`src/rtl/srel_pkg.sv`:
```
package srel_pkg;
  localparam int REG_IDX_W = 5;
  localparam logic [REG_IDX_W-1:0] SP_IDX = 5'd31;
  localparam int NARROW_W = 32;
  localparam int BYTES_W = 4;

  typedef enum logic [1:0] {
    OVL_KEEP  = 2'd0,
    OVL_ZERO  = 2'd1,
    OVL_UNDEF = 2'd2,
    OVL_SKIP  = 2'd3
  } overlap_e;

  typedef enum logic [1:0] {
    ST_IDLE = 2'd0,
    ST_REQ  = 2'd1,
    ST_WB   = 2'd2
  } phase_e;

  // control -> datapath strobes
  typedef struct packed {
    logic capture;
    logic wbFire;
  } ctrl_strobe_t;

  // datapath -> control decode status
  typedef struct packed {
    logic undef;
    logic skip;
    logic misalign;
    logic wback;
  } dec_status_t;
endpackage

```
`src/rtl/srel_datapath.sv`:
```
module srel_datapath
  import srel_pkg::*;
#(
  parameter int XLEN = 64,
  parameter int SP_ALIGN_BITS = 4
) (
  input  logic                 clk,
  input  logic                 rstN,
  input  logic [31:0]          instWord,
  input  logic [1:0]           overlapMode,
  output logic [REG_IDX_W-1:0] rfRdIdxBase,
  input  logic [XLEN-1:0]      rfRdBase,
  output logic [REG_IDX_W-1:0] rfRdIdxData,
  input  logic [XLEN-1:0]      rfRdData,
  input  logic [XLEN-1:0]      spIn,
  input  ctrl_strobe_t         strobe,
  output dec_status_t          status,
  output logic [XLEN-1:0]      stAddr,
  output logic [XLEN-1:0]      stData,
  output logic [BYTES_W-1:0]   stBytes,
  output logic                 stTagChk,
  output logic                 rfWrEn,
  output logic [REG_IDX_W-1:0] rfWrIdx,
  output logic [XLEN-1:0]      rfWrData,
  output logic                 spWrEn,
  output logic [XLEN-1:0]      spWrData
);
  logic [REG_IDX_W-1:0] rnIdx, rtIdx;
  logic isWide, plainHit, preHit, baseSp, collide;
  overlap_e ovl;
  logic [XLEN-1:0] baseVal, offsetVal, effAddr, rawData, storeData;
  logic [BYTES_W-1:0] accBytes;
  logic tagNow;

  logic [XLEN-1:0] heldAddr, heldData;
  logic [BYTES_W-1:0] heldBytes;
  logic heldTag, heldBaseSp;
  logic [REG_IDX_W-1:0] heldRn;

  assign rnIdx = instWord[9:5];
  assign rtIdx = instWord[4:0];
  assign isWide = instWord[30];
  assign rfRdIdxBase = rnIdx;
  assign rfRdIdxData = rtIdx;

  // fixed-pattern decode of the two forms
  assign plainHit = instWord[31] && (instWord[29:21] == 9'b001000100)
                 && (instWord[20:16] == 5'b11111) && instWord[15]
                 && (instWord[14:10] == 5'b11111);
  assign preHit = instWord[31] && (instWord[29:24] == 6'b011001)
               && (instWord[23:22] == 2'b10)
               && (instWord[21:10] == 12'b000000000010);

  assign baseSp  = (rnIdx == SP_IDX);
  assign collide = preHit && (rnIdx == rtIdx) && !baseSp;
  assign ovl     = overlap_e'(overlapMode);

  always_comb begin
    status.undef    = !(plainHit || preHit) || (collide && ovl == OVL_UNDEF);
    status.skip     = collide && (ovl == OVL_SKIP);
    status.misalign = baseSp && (|spIn[SP_ALIGN_BITS-1:0]);
    status.wback    = preHit;
  end

  // address and data formation
  assign accBytes  = isWide ? BYTES_W'(8) : BYTES_W'(4);
  assign baseVal   = baseSp ? spIn : rfRdBase;
  assign offsetVal = preHit ? XLEN'(accBytes) : '0;
  assign effAddr   = baseVal - offsetVal;
  assign rawData   = (rtIdx == SP_IDX) ? '0 : rfRdData;
  assign tagNow    = preHit || !baseSp;

  always_comb begin
    if (collide && ovl == OVL_ZERO) storeData = '0;
    else if (isWide)                storeData = rawData;
    else                            storeData = XLEN'(rawData[NARROW_W-1:0]);
  end

  always_ff @(posedge clk or negedge rstN) begin
    if (!rstN) begin
      heldAddr   <= '0;
      heldData   <= '0;
      heldBytes  <= '0;
      heldTag    <= 1'b0;
      heldBaseSp <= 1'b0;
      heldRn     <= '0;
    end else if (strobe.capture) begin
      heldAddr   <= effAddr;
      heldData   <= storeData;
      heldBytes  <= accBytes;
      heldTag    <= tagNow;
      heldBaseSp <= baseSp;
      heldRn     <= rnIdx;
    end
  end

  assign stAddr   = heldAddr;
  assign stData   = heldData;
  assign stBytes  = heldBytes;
  assign stTagChk = heldTag;
  assign rfWrEn   = strobe.wbFire && !heldBaseSp;
  assign rfWrIdx  = heldRn;
  assign rfWrData = heldAddr;
  assign spWrEn   = strobe.wbFire && heldBaseSp;
  assign spWrData = heldAddr;
endmodule

```
`src/rtl/srel_control.sv`:
```
module srel_control
  import srel_pkg::*;
(
  input  logic         clk,
  input  logic         rstN,
  input  logic         instValid,
  output logic         instReady,
  input  dec_status_t  status,
  input  logic         stReady,
  output logic         stValid,
  output ctrl_strobe_t strobe,
  output logic         undefOut,
  output logic         alignFault
);
  phase_e phase, phaseNext;
  logic accept, goStore, needWb;

  assign instReady = (phase == ST_IDLE);
  assign accept    = instValid && instReady;
  assign goStore   = accept && !status.undef && !status.skip && !status.misalign;
  assign stValid   = (phase == ST_REQ);

  always_comb begin
    strobe.capture = goStore;
    strobe.wbFire  = (phase == ST_WB);
  end

  always_comb begin
    phaseNext = phase;
    unique case (phase)
      ST_IDLE: if (goStore) phaseNext = ST_REQ;
      ST_REQ:  if (stReady) phaseNext = needWb ? ST_WB : ST_IDLE;
      ST_WB:   phaseNext = ST_IDLE;
      default: phaseNext = ST_IDLE;
    endcase
  end

  always_ff @(posedge clk or negedge rstN) begin
    if (!rstN) begin
      phase      <= ST_IDLE;
      needWb     <= 1'b0;
      undefOut   <= 1'b0;
      alignFault <= 1'b0;
    end else begin
      phase      <= phaseNext;
      undefOut   <= accept && status.undef;
      alignFault <= accept && !status.undef && !status.skip && status.misalign;
      if (goStore) needWb <= status.wback;
    end
  end
endmodule

```
`src/rtl/srel_exec_unit.sv`:
```
module srel_exec_unit
  import srel_pkg::*;
#(
  parameter int XLEN = 64,
  parameter int SP_ALIGN_BITS = 4
) (
  input  logic                 clk,
  input  logic                 rstN,
  input  logic                 instValid,
  input  logic [31:0]          instWord,
  output logic                 instReady,
  input  logic [1:0]           overlapMode,
  output logic [REG_IDX_W-1:0] rfRdIdxBase,
  input  logic [XLEN-1:0]      rfRdBase,
  output logic [REG_IDX_W-1:0] rfRdIdxData,
  input  logic [XLEN-1:0]      rfRdData,
  input  logic [XLEN-1:0]      spIn,
  output logic                 stValid,
  input  logic                 stReady,
  output logic [XLEN-1:0]      stAddr,
  output logic [XLEN-1:0]      stData,
  output logic [BYTES_W-1:0]   stBytes,
  output logic                 stRelease,
  output logic                 stTagChk,
  output logic                 rfWrEn,
  output logic [REG_IDX_W-1:0] rfWrIdx,
  output logic [XLEN-1:0]      rfWrData,
  output logic                 spWrEn,
  output logic [XLEN-1:0]      spWrData,
  output logic                 undefOut,
  output logic                 alignFault
);
  ctrl_strobe_t strobe;
  dec_status_t  status;

  srel_control u_ctrl (
    .clk(clk), .rstN(rstN), .instValid(instValid), .instReady(instReady),
    .status(status), .stReady(stReady), .stValid(stValid), .strobe(strobe),
    .undefOut(undefOut), .alignFault(alignFault)
  );

  srel_datapath #(.XLEN(XLEN), .SP_ALIGN_BITS(SP_ALIGN_BITS)) u_dp (
    .clk(clk), .rstN(rstN), .instWord(instWord), .overlapMode(overlapMode),
    .rfRdIdxBase(rfRdIdxBase), .rfRdBase(rfRdBase),
    .rfRdIdxData(rfRdIdxData), .rfRdData(rfRdData), .spIn(spIn),
    .strobe(strobe), .status(status),
    .stAddr(stAddr), .stData(stData), .stBytes(stBytes), .stTagChk(stTagChk),
    .rfWrEn(rfWrEn), .rfWrIdx(rfWrIdx), .rfWrData(rfWrData),
    .spWrEn(spWrEn), .spWrData(spWrData)
  );

  assign stRelease = stValid;
endmodule

```
`config.mk`:
```
export PLATFORM = sky130hd
export DESIGN_NAME = srel_exec_unit
export DESIGN_NICKNAME = d
export VERILOG_FILES = /design/src/rtl/srel_pkg.sv /design/src/rtl/srel_datapath.sv /design/src/rtl/srel_control.sv /design/src/rtl/srel_exec_unit.sv
export SDC_FILE = /design/constraint.sdc
export NUM_CORES = 1
export LEC_CHECK = 0
export BUFFER_PORTS_ARGS = -buffer_cell sky130_fd_sc_hd__buf_4
export CAP_MARGIN = 20
export CORE_AREA = 8 8 195 197
export DETAILED_ROUTE_END_ITERATION = 12
export DIE_AREA = 0 0 203 205
export GPL_ROUTABILITY_DRIVEN = 0
export PLACE_DENSITY = 0.61
export RECOVER_POWER = 100
export REMOVE_ABC_BUFFERS = 1
export SLEW_MARGIN = 5
export SYNTH_ARGS = -nofsm -noshare
export SYNTH_HDL_FRONTEND = slang
export SYNTH_SLANG_ARGS = --single-unit
```
`constraint.sdc`:
```
create_clock -name clk -period 2.8 [get_ports clk]
set_clock_uncertainty 0.15 [all_clocks]
set_input_delay 0.56 -clock clk [delete_from_list [all_inputs] [get_ports clk]]
set_output_delay 0.56 -clock clk [all_outputs]
set_load 0.02 [all_outputs]
```
======== Yosys cells after proc, flatten, opt, wreduce, memory -nomap -nowiden ========
Cells that the tools add are included.
word-level totals
  bits in registers ....................... 144
  input port bits ......................... 230
  word-level logic and storage cells ...... 70
cells by class
  add/subtract/negate cells ............... 1
  eq/ne operators ......................... 16
  mux-type cells .......................... 10
  reduce and logical (&&, ||, !) cells .... 33
operators with widths
  operator             count
  $mux 64              4
  $sub 64x64->64       1
  $logic_and 1x1->1    21
  $eq 5x5->1 const B   4
  $eq 12x2->1 const B  1
  $eq 9x7->1 const B   1
  $eq 2x2->1 const B   4
  $mux 4               2
  $eq 6x5->1 const B   1
  $logic_not 1->1      6
  $mux 2               3
  $eq 5x5->1           1
  $eq 2x1->1 const B   2
  $ne 2x2->1 const B   2
  $pmux 2 s2           1
  $reduce_or 4->1      1
  $logic_or 1x1->1     3
  $logic_not 2->1      1
  $reduce_and 2->1     1

======== Logic depth before layout (Yosys ltp) ========
  word-level depth ........................ 14
  depth in mapped cells ................... 19

======== Modules after synthesis ========
From an unflattened synthesis, not the netlist that was laid out.
unflattened totals
  cell total of the unflattened synthesis .. 990
  area, all modules ....................... 9794.4 um2
by module, submodules not included
  module          instances  cells an instance  area an instance (um2)
  srel_datapath   1          971                9551.7
  srel_control    1          18                 235.2
  srel_exec_unit  1          1                  7.5

======== Worst setup path after synthesis ========
Ideal clock, no wire load.
  path kind ............................... in2reg
  start point ............................. in instWord[9]
  end point ............................... reg u_dp.heldAddr[45] (netlist: u_dp.rfWrData[45])
  library setup time ...................... 126 ps
  arrival time ............................ 4389 ps
  required time ........................... 2524 ps
  path slack .............................. -1865 ps
  stages .................................. 18
  cell sequence ........................... buf_2 inv_1 clkbuf_1 nor2_1 clkbuf_1 clkbuf_1 buf_2 buf_2 mux2i_1 inv_1 ha_1 a21o_1 a21oi_1 o2111a_1 buf_2 nand4_1 xnor2_1 a221o_1
on the way
  word-level cells in the longest chain between the ends .. 9
ends and longest elaborated chain
  element                                                 RTL line              text
  start, declared                                         srel_exec_unit.sv:10  input logic [31:0] instWord,
  branches (longest 9 deep; another with $sub 64x64->64)  n/a
  end signal, assigned                                    srel_datapath.sv:88   heldAddr <= effAddr;
  end, declared                                           srel_datapath.sv:35   logic [XLEN-1:0] heldAddr, heldData;
Several ways; the timed one is not identified.
A chain may end at the register's enable or synchronous reset.

======== Worst setup path in the final report ========
  start point ............................. in instWord[29]
  end point ............................... reg u_dp.heldAddr[51] (netlist: u_dp.rfWrData[51])
on the way
  word-level cells in the longest chain between the ends .. 12
ends and longest elaborated chain
  element
  branches (longest 12 deep; another with $sub 64x64->64)
Several ways; the timed one is not identified.

==> impl_metrics.tcl <==
set metrics [dict create \
    rrSetupSlack_ns 0.46 \
    r2r_start "u_ctrl.phase[0]$_DFFE_PN0P_" \
    cts_root_buffer "clkbuf_16" \
    synth_top_cell_area_share_pct 38.11 \
    status "finished with violations" \
    fin_cells 2012 \
    crit_fanout 4 \
    slowest_delay_ns 0.35 \
    wl_per_cell_um 21.80 \
    tightest_slew_ns 1.522 \
    cp.buffers_inverters 4 \
    setup-violations-final 79 \
    track_usage_pct 19.95 \
    maxSlewViolCount 59 \
    coreArea_um2 34960 \
    syn_inst 1019 \
    synth_common_cells "buf_4 (142), dfrtp_1 (142), nand2_1 (97)" \
    hold_violations 0 \
    fin_crit_ns 3.058 \
    rsz0062_at_grt "true" \
    io_pins 513 \
    crit_path_start "instWord[29]" \
    critPathLaunchType "primary input" \
    clk_pin_slew_ns 0.07 \
    grt_pass1_vias 10490 \
    area_growth_pct 53.67 \
    yosysSeqAreaShare_pct 38.11 \
    die_x_um 203 \
    fin_setup_tns_ns -6.865 \
    final_util_pct 40.98 \
    cp_top_family "simple AND/OR/NAND/NOR gates" \
    portBuffers 510 \
    ys_ff_latch 142 \
    arrival_ns 3.22 \
    vias 9927 \
    hold-worst-slack_ns 0.1968 \
    cts_max_level 4 \
    power_density_nw_per_um2 359.6 \
    required_ns 2.96 \
    crit_slowest_cell "and4b_2" \
    fin_nets 1771 \
    insertion_delay_ns 0.42 \
    fin_ws_ns -0.2585 \
    p_leak_nw 6.391 \
    cp-end-kind "register" \
    syn_area_per_cell_um2 9.151 \
    drt_first_pass_iters 5 \
    drtIter0Drc 483 \
    path_cells "buf_4, nor4bb_1, and4b_2, and2_4, nand2_4, ha_4, a21o_4, a21oi_4, buf_6, o2111ai_4, buf_8, buf_12, nor4_4, xor2_1, o21ai_1" \
    start_util_pct 26.67 \
    dp.cells 1955 \
    n_antenna_cell 0 \
    antenna_found_initial 0 \
    cp_num_cells 15 \
    fillerInstances 3682 \
    dieArea_um2 41620 \
    place_ws_ns -0.9724 \
    postRouteAntennaNets 0 \
    rows 69 \
    drive_gt1_share_pct 35.59 \
    critPathCapture "u_dp.rfWrData[51]$_DFFE_PN0P_" \
    synthFlopType "dfrtp_1" \
    violations "max-capacitance violations, max-slew violations, negative setup slack" \
    grt_start_max_net_pins 59 \
    numCtsBuffers 17 \
    die_height_um 205 \
    timing.fmax_mhz 327.0 \
    placed_area_um2 13800 \
    dp_hpwl_mm 33.94 \
    hold_path.class "in -> reg" \
    grt_overflow 0 \
    cts_tree "yes" \
    ys_warn_count 0 \
    drc 0 \
    ir_drop_v 0.0003836 \
    slew_headroom_pct -1.453 \
    rr_endpoint "u_dp.rfWrData[6]$_DFFE_PN0P_" \
    synth_largest_area_cell "dfrtp_1" \
    synth_edf_count 0 \
    design_area_um2 14330 \
    ys_async_sr_fraction_pct 100.0 \
    vias_per_cell 4.934 \
    total_power_mw 5.153 \
    yosys-top-cells-area "dfrtp_1 (38%), buf_4 (11%), a22o_1 (6.1%), mux2i_1 (5.0%), o21ai_0 (3.9%)" \
    netlist_area_um2 9325 \
    clkSinkCount 142 \
    wl_mm 43.87 \
    grt_pass1_wl_mm 64.80 \
    maxCapViolCount 1 \
    synth_cell_types 69 \
    fin_crit_sh_pct 109.2 \
    path_class "in -> reg" \
    clockBufferDepth 2 \
    rr_worst_depth 7 \
]
[cell usage in the layout, fill, tap and decap left out, types with 14 or more instances in the layout]
cell	instances
buf_4	365
clkbuf_1	281
nand2_1	86
o21ai_1	39
o21ai_0	39
nor2_1	41
nor4_1	17
a22o_1	65
dfrtp_1	142
mux2i_1	45
or4_1	14
or3_1	21
buf_6	24
nand4_1	20
xnor2_1	20
nor3_1	24
clkbuf_16	17
xor2_1	32
[layer usage]
layer  wire [um]  GRT usage (%)  vias to the layer above
li1            -              -                     4597
met1       17650          23.32                     4882
met2       22800          36.45                      412
met3        2746          4.681                       36
met4         671          4.636                        0
met5           0              0                        -
[worst min path at each step]
| stage | cells past startpoint | slack (ns) | to | start |
|---|---|---|---|---|
| after global placement | 2 | 0.32 | u_dp.stBytes[2]$_DFFE_PN0P_ | u_dp.stBytes[2]$_DFFE_PN0P_ |
| after detailed placement | 2 | 0.33 | u_dp.rfWrIdx[4]$_DFFE_PN0P_ | u_dp.rfWrIdx[4]$_DFFE_PN0P_ |
| after CTS | 2 | 0.17 | u_dp.stData[55]$_DFFE_PN0P_ | rfRdData[55] |
| after global routing | 2 | 0.17 | u_dp.stData[55]$_DFFE_PN0P_ | rfRdData[55] |
| after floorplan | 0 | 0.11 | u_ctrl.alignFault$_DFF_PN0_ | rstN |
| final | 2 | 0.20 | u_dp.stData[6]$_DFFE_PN0P_ | rfRdData[6] |
[kinds of logic (layout without fill, tap and decap cells)]
kind of cell	after synthesis	count (layout)	synth area share, %
other	1	2	0.04021
buffers and inverters	209	740	14.38
adders and majority gates	3	3	0.4830
muxes	53	53	5.769
xor gates and xnor gates	65	65	6.105
DFF	142	142	38.11
and+or+nand+nor	313	313	17.24
AOI/OAI and AO/OA	233	233	17.87
[layout make-up]
cell class	count	area (um2)	area share, %
clock buffers	18	429.2	2.995
clock inverters	14	143.9	1.004
inverters	13	48.80	0.3405
multi-input cells	669	5116	35.70
flip-flops and latches	142	3553	24.80
well taps	461	576.8	4.025
repair buffers	695	4462	31.14
[flip-flops by register name (all words and copies together) (netlist names)]
register           count
u_ctrl.alignFault      1
u_dp.rfWrIdx           5
u_dp.stTagChk          1
u_ctrl.undefOut        1
u_ctrl.phase           2
u_dp.stData           64
u_dp.stBytes           2
u_dp.heldBaseSp        1
u_dp.rfWrData         64
u_ctrl.needWb          1
[what timing repair did]
action	4_1_cts	5_1_grt
buffers inserted	16	10
endpoints found under the hold margin	56	0
pin swaps	52	43
gates resized for setup	126	81
gates cloned	2	0
setup endpoints to repair	93	76
hold buffers	1	0
[power breakdown]
part,internal (mW),total [mW],switching [mW]
clock network,1.26,2.33,1.07
registers,2.05,2.05,0.000321
logic,0.403,0.773,0.370
Power figures use the tool's default switching activity.
